===== src/rtl/hdac_pkg.sv =====
package hdac_pkg;

  // Kind of access seen on the shared port in one cycle.
  typedef enum logic [1:0] {
    ACC_NONE = 2'd0,
    ACC_RD   = 2'd1,
    ACC_WR   = 2'd2
  } acc_e;

  // Counter width able to hold the unlock threshold itself.
  function automatic int cnt_width(input int threshold);
    return (threshold < 1) ? 1 : $clog2(threshold + 1);
  endfunction

endpackage


===== src/rtl/hdac_decode.sv =====
module hdac_decode
  import hdac_pkg::*;
(
  input  logic rd_en,
  input  logic wr_en,
  output acc_e acc
);

  // A write wins if both strobes are raised (illegal usage).
  always_comb begin
    if (wr_en)      acc = ACC_WR;
    else if (rd_en) acc = ACC_RD;
    else            acc = ACC_NONE;
  end

endmodule


===== src/rtl/hdac_unlock_cnt.sv =====
module hdac_unlock_cnt
  import hdac_pkg::*;
#(
  parameter int UNLOCK_READS = 4,
  localparam int CNT_W = cnt_width(UNLOCK_READS)
) (
  input  logic             clk,
  input  logic             rst,
  input  acc_e             acc,
  output logic [CNT_W-1:0] cnt_q,
  output logic             armed
);

  localparam logic [CNT_W-1:0] LAST = CNT_W'(UNLOCK_READS);

  assign armed = (cnt_q == LAST);

  always_ff @(posedge clk) begin
    if (rst) begin
      cnt_q <= '0;
    end else begin
      unique case (acc)
        ACC_WR:  cnt_q <= '0;
        ACC_RD:  cnt_q <= armed ? '0 : cnt_q + 1'b1;
        default: cnt_q <= cnt_q;
      endcase
    end
  end

endmodule


===== src/rtl/hdac_hidden_reg.sv =====
module hdac_hidden_reg
  import hdac_pkg::*;
#(
  parameter int DATA_W = 8,
  parameter logic [DATA_W-1:0] RESET_VAL = '0
) (
  input  logic              clk,
  input  logic              rst,
  input  acc_e              acc,
  input  logic              armed,
  input  logic [DATA_W-1:0] wdata,
  output logic [DATA_W-1:0] value_q
);

  always_ff @(posedge clk) begin
    if (rst) begin
      value_q <= RESET_VAL;
    end else if (acc == ACC_WR && armed) begin
      value_q <= wdata;
    end
  end

endmodule


===== src/rtl/hdac_rd_path.sv =====
module hdac_rd_path
  import hdac_pkg::*;
#(
  parameter int DATA_W = 8
) (
  input  logic              clk,
  input  logic              rst,
  input  acc_e              acc,
  input  logic              armed,
  input  logic [DATA_W-1:0] hidden,
  output logic [DATA_W-1:0] rdata_q
);

  localparam logic [DATA_W-1:0] LOCKED_VAL = '1;

  always_ff @(posedge clk) begin
    if (rst) begin
      rdata_q <= LOCKED_VAL;
    end else if (acc == ACC_RD) begin
      rdata_q <= armed ? hidden : LOCKED_VAL;
    end
  end

endmodule


===== src/rtl/hdac_unlock_seq.sv =====
module hdac_unlock_seq
  import hdac_pkg::*;
#(
  parameter int DATA_W       = 8,
  parameter int UNLOCK_READS = 4,
  localparam int CNT_W       = cnt_width(UNLOCK_READS)
) (
  input  logic              clk,
  input  logic              rst,
  input  logic              rd_en,
  input  logic              wr_en,
  input  logic [DATA_W-1:0] wdata,
  output logic [DATA_W-1:0] rdata,
  output logic [DATA_W-1:0] hidden_q
);

  acc_e             acc;
  logic [CNT_W-1:0] cnt_q;
  logic             armed;

  hdac_decode u_decode (
    .rd_en (rd_en),
    .wr_en (wr_en),
    .acc   (acc)
  );

  hdac_unlock_cnt #(
    .UNLOCK_READS (UNLOCK_READS)
  ) u_cnt (
    .clk   (clk),
    .rst   (rst),
    .acc   (acc),
    .cnt_q (cnt_q),
    .armed (armed)
  );

  hdac_hidden_reg #(
    .DATA_W    (DATA_W),
    .RESET_VAL ('0)
  ) u_hidden (
    .clk     (clk),
    .rst     (rst),
    .acc     (acc),
    .armed   (armed),
    .wdata   (wdata),
    .value_q (hidden_q)
  );

  hdac_rd_path #(
    .DATA_W (DATA_W)
  ) u_rd (
    .clk     (clk),
    .rst     (rst),
    .acc     (acc),
    .armed   (armed),
    .hidden  (hidden_q),
    .rdata_q (rdata)
  );

endmodule


===== config.mk =====
export PLATFORM = sky130hd
export DESIGN_NAME = hdac_unlock_seq
export DESIGN_NICKNAME = d
export VERILOG_FILES = /design/src/rtl/hdac_pkg.sv /design/src/rtl/hdac_decode.sv /design/src/rtl/hdac_unlock_cnt.sv /design/src/rtl/hdac_hidden_reg.sv /design/src/rtl/hdac_rd_path.sv /design/src/rtl/hdac_unlock_seq.sv
export SDC_FILE = /design/constraint.sdc
export NUM_CORES = 1
export LEC_CHECK = 0
export ABC_CLOCK_PERIOD_IN_PS = 2890
export BUFFER_PORTS_ARGS = -buffer_cell sky130_fd_sc_hd__buf_2
export CORE_UTILIZATION = 25
export CTS_BUF_LIST = sky130_fd_sc_hd__clkbuf_2
export DETAILED_ROUTE_END_ITERATION = 8
export PLACE_DENSITY_LB_ADDON = 0.08
export SLEW_MARGIN = 10
export SYNTH_ARGS = -nofsm -noshare
export SYNTH_HDL_FRONTEND = slang
export SYNTH_SLANG_ARGS = --single-unit

===== constraint.sdc =====
create_clock -name clk -period 2.89 [get_ports clk]
set_input_delay 0.1445 -clock clk [delete_from_list [all_inputs] [get_ports clk]]
set_output_delay 0.1445 -clock clk [all_outputs]
set_load 0.005 [all_outputs]

==> run_results.csv <==
group,metric,value,unit
synth,syn_area,723,um^2
synth,netlist_instances,73,
critical_path,critPathLaunchType,"register",
route,ant_nets,0,
floorplanning,die_h,55.8,um
route,routed_wl,1610,um
critical_path,r2r_cells,4,
grt,grt_pass1_wl,2760,um
sta,rsz0062_at_grt,"no",
critical_path,end_kind,"register",
cells_and_area,final_nets,116,
critical_path,cpMaxStageDelayCell,"dfxtp_1",
floorplanning,start_util,26.2,%
placed_design,placedInstanceArea,880,um^2
grt,grt_usage,11.7,%
power_and_ir_drop,p_leak,0.370,nW
floorplanning,num_rows,19,
sta,fin_crit_sh,46.3,%
critical_path,r2r_slack,1.55,ns
critical_path,crit_start,"u_cnt.cnt_q[0]$_SDFFE_PP0P_",
grt,grt_max_degree,12,
clocking,clkLatencyLatePin,0.30,ns
synth,synth_cell_types,20,
clocking,numCtsBuffers,3,
floorplanning,io_pins,28,
critical_path,timing.rr.start,"u_cnt.cnt_q[0]$_SDFFE_PP0P_",
synth,yosys_register_bits,19,
sta,setup_ws,1.55,ns
route,drt_first_pass_iters,4,
synth,syn-mean-instance-area,9.91,um^2
sta,finalSetupTns,0,ns
critical_path,worstPathMaxFanout,8,
clocking,post_cts_buffers,0,
power_and_ir_drop,powerDensity,446,mW/mm^2
route,avgRoutedWirePerCell,12.2,um
grt,grt-ovfl-total,0,
cells_and_area,diodes,0,
clocking,cts_root_buffer,"clkbuf_2",
grt,grt_pass1_vias,583,
cells_and_area,syn2layout_area_growth,24.4,%
synth,yosys_warnings,0,
sta,fin_worst_skew,0.00717,ns
synth,yosysSeqAreaShare,52.6,%
clocking,clk_pin_slew,0.17,ns
critical_path,crit_end,"u_rd.rdata_q[5]$_SDFFE_PP1P_",
clocking,cts_resized,0,
placed_design,dp_cells,128,
cells_and_area,design_area,900,um^2
critical_path,crit_arrival,1.55,ns
power_and_ir_drop,vdd_drop_max,216,uV
synth,yosysTopAreaCell,"dfxtp_1",
sta,setup_viol,0,
critical_path,worstReg2RegEnd,"u_rd.rdata_q[5]$_SDFFE_PP1P_",
floorplanning,chipWidth,55.8,um
clocking,clk_path_buf_depth,2,
route,top_layer_used,"met4",
placed_design,gp_congestion,0.719,
placed_design,port_buffers,27,
job,cap_violations,0,
clocking,htreeDepth,1,
synth,yosys.area.top_type_share,52.6,%
route,dr_wl_met2,688,um
critical_path,cp_cell_sequence,"inv_1 -> ha_1 -> nand4_2 -> o22a_2",
grt,antenna_found_initial,0,
min_path,hold_path_class,"input port to register",
placed_design,place_worst_setup_slack,1.56,ns
placed_design,dp_hpwl,1180,um
sta,slew_headroom,77.4,%
critical_path,crit_required,3.10,ns
critical_path,timing.setup.critical_path_class,"register to register",
route,wl_met3,108,um
floorplanning,dieArea,0.00311,mm^2
route,via_per_inst,4.64,
clocking,cts_sinks,19,
route,drc,0,
cells_and_area,fin_cells,132,
sta,slew_violations,0,
cells_and_area,drive_gt1_share,41.6,%
critical_path,cp_slowest_stage_delay,0.36,ns
route,drtIter0Drc,15,
clocking,cts_hold_buf,0,
clocking,cts_tree,"yes",
route,wl_met1,797,um
synth,synth_fp_nets,87,
sta,whs,0.0651,ns
sta,layout_min_cycle_time,1.34,ns
floorplanning,core_area,0.00276,mm^2
sta,max_freq,748,MHz
sta,worst_slew_pin_slew,0.339,ns
route,vias,613,
synth,ys_top_cells_by_area,"dfxtp_1, o22a_2, nand2_1",
sta,hold_viol_final,0,
status,status,"completed",
cells_and_area,nFillCells,293,
[cells in the mapped netlist]
master	instances
and3b_1	1
mux2i_1	1
ha_1	2
nand4_2	1
nor2_4	1
nand2_1	17
nand3_1	2
clkbuf_2	1
a21oi_1	9
and3_1	1
a21boi_0	1
nor3_1	1
buf_4	1
nand2b_1	1
o211ai_1	1
o22a_2	8
a21o_4	1
inv_1	3
dfxtp_1	19
buf_2	1
[critical path, delay by kind of cell, from the launching register on]
family / cells / cell delay [ns]
adder cells (fa/ha/maj): 1 / 0.24
AND/OR/NAND/NOR: 1 / 0.27
flip-flops: 1 / 0.36
AO/OA/AOI/OAI: 1 / 0.31
buffers and inverters: 1 / 0.07
[registers in the layout, summed over array words and instances (netlist names)]
register          count
u_rd.rdata_q          8
u_hidden.value_q      8
u_cnt.cnt_q           3
[how the worst min path moves through the flow]
stage	depth (start not counted)	slack (ns)	startpoint	endpoint
2_1_floorplan	1	0.22	wr_en	u_cnt.cnt_q[1]$_SDFFE_PP0P_
3_3_place_gp	3	0.39	wdata[2]	u_hidden.value_q[2]$_SDFFE_PP0P_
3_5_place_dp	3	0.39	wdata[6]	u_hidden.value_q[6]$_SDFFE_PP0P_
4_1_cts	3	0.04	wdata[6]	u_hidden.value_q[6]$_SDFFE_PP0P_
5_1_grt	3	0.01	wdata[6]	u_hidden.value_q[6]$_SDFFE_PP0P_
6_report	3	0.07	wdata[4]	u_hidden.value_q[4]$_SDFFE_PP0P_
[final cells by class]
cell class                 instances  area [um^2]  area share (%)
multi-input combinational         48          314            34.9
inverter                           3         11.3            1.25
clock buffer                       4         20.0            2.23
sequential                        19          380            42.3
tap                               31         38.8            4.31
timing repair buffer              27          135            15.0
[power breakdown]
part,internal [mW],switching (mW)
clock network,0.0367,0.0769
logic,0.0104,0.0132
registers,0.263,0.000733
[routing by layer]
metal / global-route usage [%] / up-vias
li1: - / 309
met1: 14.5 / 280
met2: 18.1 / 22
met3: 4.88 / 2
met4: 4.29 / 0
met5: 0 / -
[placed cells by master (no fill, tap or decap)]
master,netlist,final
mux2i_1,1,1
nand4_2,1,1
nor3_1,1,1
and3_1,1,1
inv_1,3,3
nand2_1,17,17
ha_1,2,2
o211ai_1,1,1
nor2_4,1,1
nand3_1,2,2
o22a_2,8,8
nand2b_1,1,1
clkbuf_2,1,4
dfxtp_1,19,19
and3b_1,1,1
buf_2,1,27
a21boi_0,1,1
a21o_4,1,1
a21oi_1,9,9
[stage by stage]
step,power (mW),util (%)
after floorplan,0.282,-
after global placement,0.294,31.9
after detailed placement,0.293,31.9
after CTS,0.410,32.6
after global routing,0.429,32.6
final,0.401,32.6
[cell families after synthesis]
kind of cell	synth area share, %
multiplexers	1.38
AO/OA/AOI/OAI	21.5
adder cells (fa/ha/maj)	3.46
buffers and inverters	3.98
flip-flops	52.6
AND/OR/NAND/NOR	17.1
No activity file was read; power rests on OpenSTA's default activity.
